`config.mk`:
```
export PLATFORM = sky130hd
export DESIGN_NAME = hdlc_rx_pkt_fifo
export DESIGN_NICKNAME = d
export VERILOG_FILES = /design/src/rtl/hdlc_rx_pkg.sv /design/src/rtl/hdlc_rx_ctrl.sv /design/src/rtl/hdlc_rx_dpath.sv /design/src/rtl/hdlc_rx_hwm.sv /design/src/rtl/hdlc_rx_pkt_fifo.sv
export SDC_FILE = /design/constraint.sdc
export NUM_CORES = 2
export LEC_CHECK = 0
export BUFFER_PORTS_ARGS = -buffer_cell sky130_fd_sc_hd__buf_2
export CORE_MARGIN = 2
export CORE_UTILIZATION = 55
export DETAILED_ROUTE_END_ITERATION = 12
export MAX_ROUTING_LAYER = met4
export PLACE_DENSITY = 0.71
export SYNTH_ARGS = -nofsm -noshare
export SYNTH_HDL_FRONTEND = slang
export SYNTH_SLANG_ARGS = --single-unit
```
`constraint.sdc`:
```
create_clock -name clk -period 9.95 [get_ports clk]
set_input_delay 0 -clock clk [delete_from_list [all_inputs] [get_ports clk]]
set_output_delay 0 -clock clk [all_outputs]
set_load 0.03 [all_outputs]
```
`src/rtl/hdlc_rx_pkg.sv`:
```
package hdlc_rx_pkg;

  typedef enum logic [2:0] {
    PS_BUSY    = 3'd0,
    PS_GOOD    = 3'd1,
    PS_CRC     = 3'd2,
    PS_ABORT   = 3'd3,
    PS_OVERRUN = 3'd4,
    PS_INVALID = 3'd5
  } pktStat_e;

  typedef enum logic [1:0] {
    CK_MIDDLE = 2'd0,
    CK_OPEN   = 2'd1,
    CK_CLOSE  = 2'd2,
    CK_WHOLE  = 2'd3
  } chunk_e;

  // one buffered byte with its frame tag
  typedef struct packed {
    logic [7:0] data;
    logic       eof;
    logic [2:0] stat;
  } entry_t;

  // strobes from control to datapath
  typedef struct packed {
    logic store;      // write incoming byte at tail
    logic closeTail;  // retag newest byte as overrun end
    logic recordLen;  // push a message length
    logic pop;        // advance head
  } strobe_t;

endpackage

```
`src/rtl/hdlc_rx_ctrl.sv`:
```
module hdlc_rx_ctrl
  import hdlc_rx_pkg::*;
(
  input  logic    clk,
  input  logic    rstN,
  input  logic    wrValid,
  input  logic    wrEof,
  input  logic    rdEn,
  input  logic    full,
  input  logic    empty,
  input  logic    tailOpen,
  output strobe_t strb
);

  logic discard, discardNext;

  always_comb begin
    strb        = '0;
    discardNext = discard;
    if (wrValid) begin
      if (discard) begin
        if (wrEof) discardNext = 1'b0;
      end else if (!full) begin
        strb.store     = 1'b1;
        strb.recordLen = wrEof;
      end else begin
        strb.closeTail = tailOpen;
        strb.recordLen = tailOpen;
        discardNext    = !wrEof;
      end
    end
    strb.pop = rdEn && !empty;
  end

  always_ff @(posedge clk) begin
    if (!rstN) discard <= 1'b0;
    else       discard <= discardNext;
  end

  // while dropping the rest of a packet nothing is stored
  p_discard_blocks_r9: assert property (@(posedge clk) disable iff (!rstN)
    discard |-> !strb.store);

  // an overrun close only happens on a write into a full buffer
  p_close_needs_full_r8: assert property (@(posedge clk) disable iff (!rstN)
    strb.closeTail |-> (full && wrValid));

endmodule

```
`src/rtl/hdlc_rx_dpath.sv`:
```
module hdlc_rx_dpath
  import hdlc_rx_pkg::*;
#(
  parameter int DEPTH   = 128,
  parameter int AVAIL_W = 7,
  parameter int PTR_W   = $clog2(DEPTH),
  parameter int CNT_W   = PTR_W + 1
) (
  input  logic               clk,
  input  logic               rstN,
  input  strobe_t            strb,
  input  logic [7:0]         wrData,
  input  logic               wrEof,
  input  logic [2:0]         wrStatus,
  output logic [7:0]         headData,
  output logic [AVAIL_W-1:0] availCount,
  output logic [1:0]         chunkKind,
  output logic               msgCont,
  output logic [2:0]         pktStatus,
  output logic [CNT_W-1:0]   fill,
  output logic               full,
  output logic               empty,
  output logic               tailOpen,
  output logic               headEof
);

  localparam logic [CNT_W-1:0] AV_MAX = CNT_W'((1 << AVAIL_W) - 1);
  localparam logic [CNT_W-1:0] FULL_C = CNT_W'(DEPTH);

  entry_t           mem    [DEPTH];
  logic [CNT_W-1:0] lenMem [DEPTH];

  logic [PTR_W-1:0] wrPtr, rdPtr, lenWr, lenRd, lastPtr;
  logic [CNT_W-1:0] lenCnt, curLen, popOff, rawAvail;
  logic             headStarted, lenPop;
  entry_t           headEntry;

  assign lastPtr   = wrPtr - PTR_W'(1);
  assign headEntry = mem[rdPtr];
  assign full      = (fill == FULL_C);
  assign empty     = (fill == '0);
  assign headEof   = !empty && headEntry.eof;
  assign lenPop    = strb.pop && headEof;

  // storage arrays, no reset
  always_ff @(posedge clk) begin
    if (strb.store) mem[wrPtr] <= '{data: wrData, eof: wrEof, stat: wrStatus};
    if (strb.closeTail) begin
      mem[lastPtr].eof  <= 1'b1;
      mem[lastPtr].stat <= PS_OVERRUN;
    end
    if (strb.recordLen) lenMem[lenWr] <= strb.store ? curLen + CNT_W'(1) : curLen;
  end

  // byte pointers and fill
  always_ff @(posedge clk) begin
    if (!rstN) begin
      wrPtr <= '0;
      rdPtr <= '0;
      fill  <= '0;
    end else begin
      if (strb.store) wrPtr <= wrPtr + PTR_W'(1);
      if (strb.pop)   rdPtr <= rdPtr + PTR_W'(1);
      unique case ({strb.store, strb.pop})
        2'b10:   fill <= fill + CNT_W'(1);
        2'b01:   fill <= fill - CNT_W'(1);
        default: fill <= fill;
      endcase
    end
  end

  // message length queue
  always_ff @(posedge clk) begin
    if (!rstN) begin
      lenWr  <= '0;
      lenRd  <= '0;
      lenCnt <= '0;
    end else begin
      if (strb.recordLen) lenWr <= lenWr + PTR_W'(1);
      if (lenPop)         lenRd <= lenRd + PTR_W'(1);
      unique case ({strb.recordLen, lenPop})
        2'b10:   lenCnt <= lenCnt + CNT_W'(1);
        2'b01:   lenCnt <= lenCnt - CNT_W'(1);
        default: lenCnt <= lenCnt;
      endcase
    end
  end

  // tail side message tracking (lengths kept modulo 2**CNT_W)
  always_ff @(posedge clk) begin
    if (!rstN) begin
      curLen   <= '0;
      tailOpen <= 1'b0;
    end else if (strb.store) begin
      curLen   <= wrEof ? '0 : curLen + CNT_W'(1);
      tailOpen <= !wrEof;
    end else if (strb.closeTail) begin
      curLen   <= '0;
      tailOpen <= 1'b0;
    end
  end

  // head side message tracking and outcome
  always_ff @(posedge clk) begin
    if (!rstN) begin
      popOff      <= '0;
      headStarted <= 1'b0;
      pktStatus   <= PS_BUSY;
    end else if (strb.pop) begin
      popOff      <= headEof ? '0 : popOff + CNT_W'(1);
      headStarted <= !headEof;
      pktStatus   <= headEof ? headEntry.stat : PS_BUSY;
    end
  end

  always_comb begin
    rawAvail   = (lenCnt == '0) ? fill : lenMem[lenRd] - popOff;
    availCount = (rawAvail > AV_MAX) ? AV_MAX[AVAIL_W-1:0] : rawAvail[AVAIL_W-1:0];
  end

  assign chunkKind = {lenCnt != '0, !headStarted};
  assign msgCont   = !empty && !headEntry.eof;
  assign headData  = headEntry.data;

  p_fill_bound_r3: assert property (@(posedge clk) disable iff (!rstN)
    fill <= FULL_C);

  p_no_store_full_r8: assert property (@(posedge clk) disable iff (!rstN)
    strb.store |-> !full);

  p_ends_le_fill_r4: assert property (@(posedge clk) disable iff (!rstN)
    lenCnt <= fill);

  p_avail_le_fill_r4: assert property (@(posedge clk) disable iff (!rstN)
    CNT_W'(availCount) <= fill);

  p_status_on_end_r7: assert property (@(posedge clk) disable iff (!rstN)
    (strb.pop && headEof) |=> (pktStatus == $past(headEntry.stat)));

  p_status_hold_r2: assert property (@(posedge clk) disable iff (!rstN)
    !strb.pop |=> $stable(pktStatus));

endmodule

```
`src/rtl/hdlc_rx_hwm.sv`:
```
module hdlc_rx_hwm #(
  parameter int DEPTH = 128,
  parameter int LVL_W = 3,
  parameter int CNT_W = $clog2(DEPTH) + 1
) (
  input  logic             clk,
  input  logic             rstN,
  input  logic [CNT_W-1:0] fill,
  input  logic [LVL_W-1:0] level,
  input  logic             irqEn,
  output logic             hwmStatus,
  output logic             irq
);

  localparam int STEP = DEPTH >> LVL_W;

  logic [CNT_W:0] thr;

  always_comb begin
    thr       = (CNT_W+1)'((int'(level) + 1) * STEP);
    hwmStatus = ({1'b0, fill} >= thr);
    irq       = hwmStatus && irqEn;
  end

  p_irq_gated_r10: assert property (@(posedge clk) disable iff (!rstN)
    irq |-> (irqEn && fill != '0));

endmodule

```
`src/rtl/hdlc_rx_pkt_fifo.sv`:
```
module hdlc_rx_pkt_fifo
  import hdlc_rx_pkg::*;
#(
  parameter int DEPTH   = 128,
  parameter int AVAIL_W = 7,
  parameter int LVL_W   = 3
) (
  input  logic               clk,
  input  logic               rstN,
  input  logic               wrValid,
  input  logic [7:0]         wrData,
  input  logic               wrEof,
  input  logic [2:0]         wrStatus,
  input  logic               rdEn,
  output logic [7:0]         rdData,
  output logic [AVAIL_W-1:0] availCount,
  output logic [1:0]         chunkKind,
  output logic               msgCont,
  output logic [2:0]         pktStatus,
  input  logic [LVL_W-1:0]   hwmLevel,
  input  logic               hwmIrqEn,
  output logic               hwmStatus,
  output logic               irq
);

  localparam int PTR_W = $clog2(DEPTH);
  localparam int CNT_W = PTR_W + 1;

  strobe_t          strb;
  logic [CNT_W-1:0] fill;
  logic             full, empty, tailOpen, headEof;

  hdlc_rx_ctrl u_ctrl (
    .clk(clk), .rstN(rstN), .wrValid(wrValid), .wrEof(wrEof), .rdEn(rdEn),
    .full(full), .empty(empty), .tailOpen(tailOpen), .strb(strb)
  );

  hdlc_rx_dpath #(.DEPTH(DEPTH), .AVAIL_W(AVAIL_W), .PTR_W(PTR_W), .CNT_W(CNT_W)) u_dpath (
    .clk(clk), .rstN(rstN), .strb(strb), .wrData(wrData), .wrEof(wrEof),
    .wrStatus(wrStatus), .headData(rdData), .availCount(availCount),
    .chunkKind(chunkKind), .msgCont(msgCont), .pktStatus(pktStatus),
    .fill(fill), .full(full), .empty(empty), .tailOpen(tailOpen), .headEof(headEof)
  );

  hdlc_rx_hwm #(.DEPTH(DEPTH), .LVL_W(LVL_W), .CNT_W(CNT_W)) u_hwm (
    .clk(clk), .rstN(rstN), .fill(fill), .level(hwmLevel), .irqEn(hwmIrqEn),
    .hwmStatus(hwmStatus), .irq(irq)
  );

  // a head byte that ends a message never reports continuation
  p_cont_vs_end_r6: assert property (@(posedge clk) disable iff (!rstN)
    headEof |-> !msgCont);

endmodule

```
==> results.yml <==
timing:
  worstMarginPinSlew_ns: 1.29
  skew_ns: 0.0463
  finalCriticalPeriod_ns: 6.61
  rsz0062_at_grt: "false"
  setup_violations: 0
  hold_viol: 0
  slew_headroom: 0.143
  finalCritPeriodShare: 0.664
  hold_ws_ns: 0.0562
  fmax_ghz: 0.151
  finalSetupTns_ns: 0
  finalMaxSlewViolations: 0
critical_path:
  worstSetupPathType: "reg2out"
  crit_chain: "buf_12 -> mux4_2 -> mux4_2 -> mux4_2 -> mux2_2 -> ha_1 -> a21oi_1 -> o21ai_0 -> a21oi_1 -> o21bai_1 -> a21o_1 -> a21oi_1 -> xnor3_1 -> a31oi_1 -> buf_2"
  crit_required_ns: 9.95
  cpPeakStageDelay_ns: 0.80
  crit_path_start_kind: "flip-flop"
  cp_data_arrival_time_ns: 6.61
  endpoint_kind: "output pin"
  cp_max_fo: 98
  critPathSlowestCell: "dfxtp_4"
floorplan:
  dieArea_mm2: 0.192
  row_count: 159
  initial_core_util: 0.552
  pin_count: 43
  die_h_um: 438
  die_w_um: 438
  core_mm2: 0.187
clocking:
  cts_setup_buffers: 0
  ctsLongestPathBuffers: 4
  clockRootBuffer: "clkbuf_16"
  cts_tree: "yes"
  clock-sinks: 2640
  numCtsBuffers: 278
  clk_latency_ns: 0.91
  htreeDepth: 5
  clkTransAtPathRegs_ns: 0.06
layout:
  nets: 4946
  drive_above_1_share: 0.269
  final_area_mm2: 0.115
  fin_util: 0.614
  layout_common_cells: "edfxtp_1, mux4_2, nor2_1, clkbuf_16, nand2_1"
  layout_commonest_cell: "edfxtp_1"
  area_delta_synth_final_pct: 11.1
synth:
  syn_inst: 4747
  synth.top_cell.area_share: 0.743
  synth_warnings: 0
  synthesis.nets: 4797
  synth_edf_count: 2560
  async_flop_share: 0
  synthDistinctLibCells: 63
  seq_area_frac_synth: 0.758
  ys.flop_type: "edfxtp_1"
  synthTopCellsByArea: "edfxtp_1, mux4_2, nor2_1"
  yosysTopAreaCell: "edfxtp_1"
  avgSynthCellArea_um2: 21.8
  ys_seq_elements: 2640
  netlist_area_mm2: 0.104
grt:
  overflow: 0
  antenna_found_initial: 3
  grt_usage: 0.248
  grt_pass1_wl_mm: 336
  first_global_vias: 48500
  grt_max_degree: 154
power:
  power_w: 0.0269
  ir_drop_mv: 0.201
  powerDensity_mw_per_mm2: 234
  p_leak_nw: 33.7
run_status:
  status: "complete, no violations"
place:
  gp_congestion: 0.810
  io_buffer_count: 42
  dp_hpwl_mm: 131
  place_area_mm2: 0.106
routing:
  wire_per_inst_um: 30.0
  drtPass1Iterations: 5
  drt_iter0_markers: 5699
  vias: 48500
  drc: 0
  routed_wl_mm: 228
  viasPerCell: 6.39
  ant_nets: 0
run:
  max-cap-violations: 0
worst_hold_path:
  hp-class: "in2reg"
  hold_start: "rstN"
==> through the flow <==
step | std cells | worst slack [ns]
6_report | 7579 | 3.34
5_1_grt | 7579 | 2.86
4_1_cts | 7578 | 3.20
3_5_place_dp | 7092 | 3.74
3_3_place_gp | 7092 | 3.87
2_1_floorplan | 4747 | 3.94
==> cell usage after synthesis (2+ instances only) <==
master    number
a211oi_1       2
a21o_1         4
a21oi_1       44
a22o_1         6
a22oi_1        3
a31oi_1       12
a32oi_1        4
and2_1        15
and3_1         9
buf_1         26
buf_2         88
buf_4          5
buf_6          2
clkbuf_1     146
dfxtp_1       80
edfxtp_1    2560
fa_1           2
ha_1          28
inv_1         32
mux2_2        25
mux2i_1       23
mux4_2       822
nand2_1      103
nand2_2        4
nand2b_1      16
nand3_1       25
nand3b_1       3
nand4_1       15
nand4b_1       2
nor2_1       476
nor2b_1       17
nor3_1        10
nor3b_1        5
nor4_1         5
nor4b_1        2
o21ai_0       28
o21bai_1       4
o22ai_1        4
o31ai_1        3
o32ai_1        2
or2_2          2
or3_1         10
xnor2_1       35
xor2_1        19
==> what timing repair did <==
| item | 4_1_cts | 5_1_grt |
|---|---|---|
| endpoints found under the hold margin | 659 | 0 |
| hold buffers | 19 | 0 |
| resized for setup | 0 | 0 |
==> path summary, 6_finish.rpt <==
path,slack (ns),end,depth (start not counted)
max,3.34,availCount[5],15
min,0.06,u_dpath.lenCnt[5],4
max reg2reg,3.73,u_dpath.lenCnt[4],14
min reg2reg,0.50,u_dpath.headStarted,2
==> cell families (layout without fill, tap and decap cells) <==
| kind of cell | count (synthesis) | count (layout) | synth area share |
|---|---|---|---|
| AND/OR/NAND/NOR | 726 | 726 | 0.0298 |
| buffers and inverters | 301 | 637 | 0.0123 |
| flip-flops | 2640 | 2640 | 0.758 |
| multiplexers | 870 | 870 | 0.184 |
| other | 0 | 1 | 0 |
| adder cells (fa/ha/maj) | 30 | 30 | 0.00377 |
| XOR/XNOR | 55 | 55 | 0.00479 |
| AO/OA/AOI/OAI | 125 | 125 | 0.00737 |
==> where the power goes <==
part           internal [W]  switching (W)
sequential           0.0123       0.000170
combinational       0.00213        0.00250
clock               0.00563        0.00410
==> flip-flops by register name, indices dropped and copies added (netlist names), named ones only <==
register             flops
u_dpath.lenWr            7
u_dpath.wrPtr            7
u_dpath.headStarted      1
u_dpath.tailOpen         1
u_dpath.lenMem        1024
u_dpath.mem           1536
u_dpath.rdPtr            7
u_ctrl.discard           1
u_dpath.lenRd            7
u_dpath.pktStatus        3
u_dpath.popOff           8
u_dpath.lenCnt           8
u_dpath.fill             8
u_dpath.curLen           8
==> final cells by class <==
| class | count | area, um^2 |
|---|---|---|
| fillers | 12600 | 72400 |
| diodes | 1 | 2.50 |
| flip-flops and latches | 2640 | 78500 |
| inverters | 34 | 128 |
| well taps | 2495 | 3120 |
| repair buffers | 136 | 1050 |
| multi-input cells | 1806 | 23900 |
| clock inverters | 131 | 1050 |
| clock buffers | 336 | 7320 |
==> layer usage <==
metal  track usage  routed length [um]
met2         0.388              114000
met4        0.0740                6860
met3        0.0323               15500
met5             -                   0
met1         0.347               91100
==> critical path: cells and delay by family (launching register included) <==
family,cells,cell delay (ns)
XOR/XNOR,1,0.46
flip-flops,1,0.80
buffers and inverters,2,0.81
multiplexers,4,1.93
adder cells (fa/ha/maj),1,0.29
AO/OA/AOI/OAI,7,1.18
No activity file was read; power rests on OpenSTA's default activity.
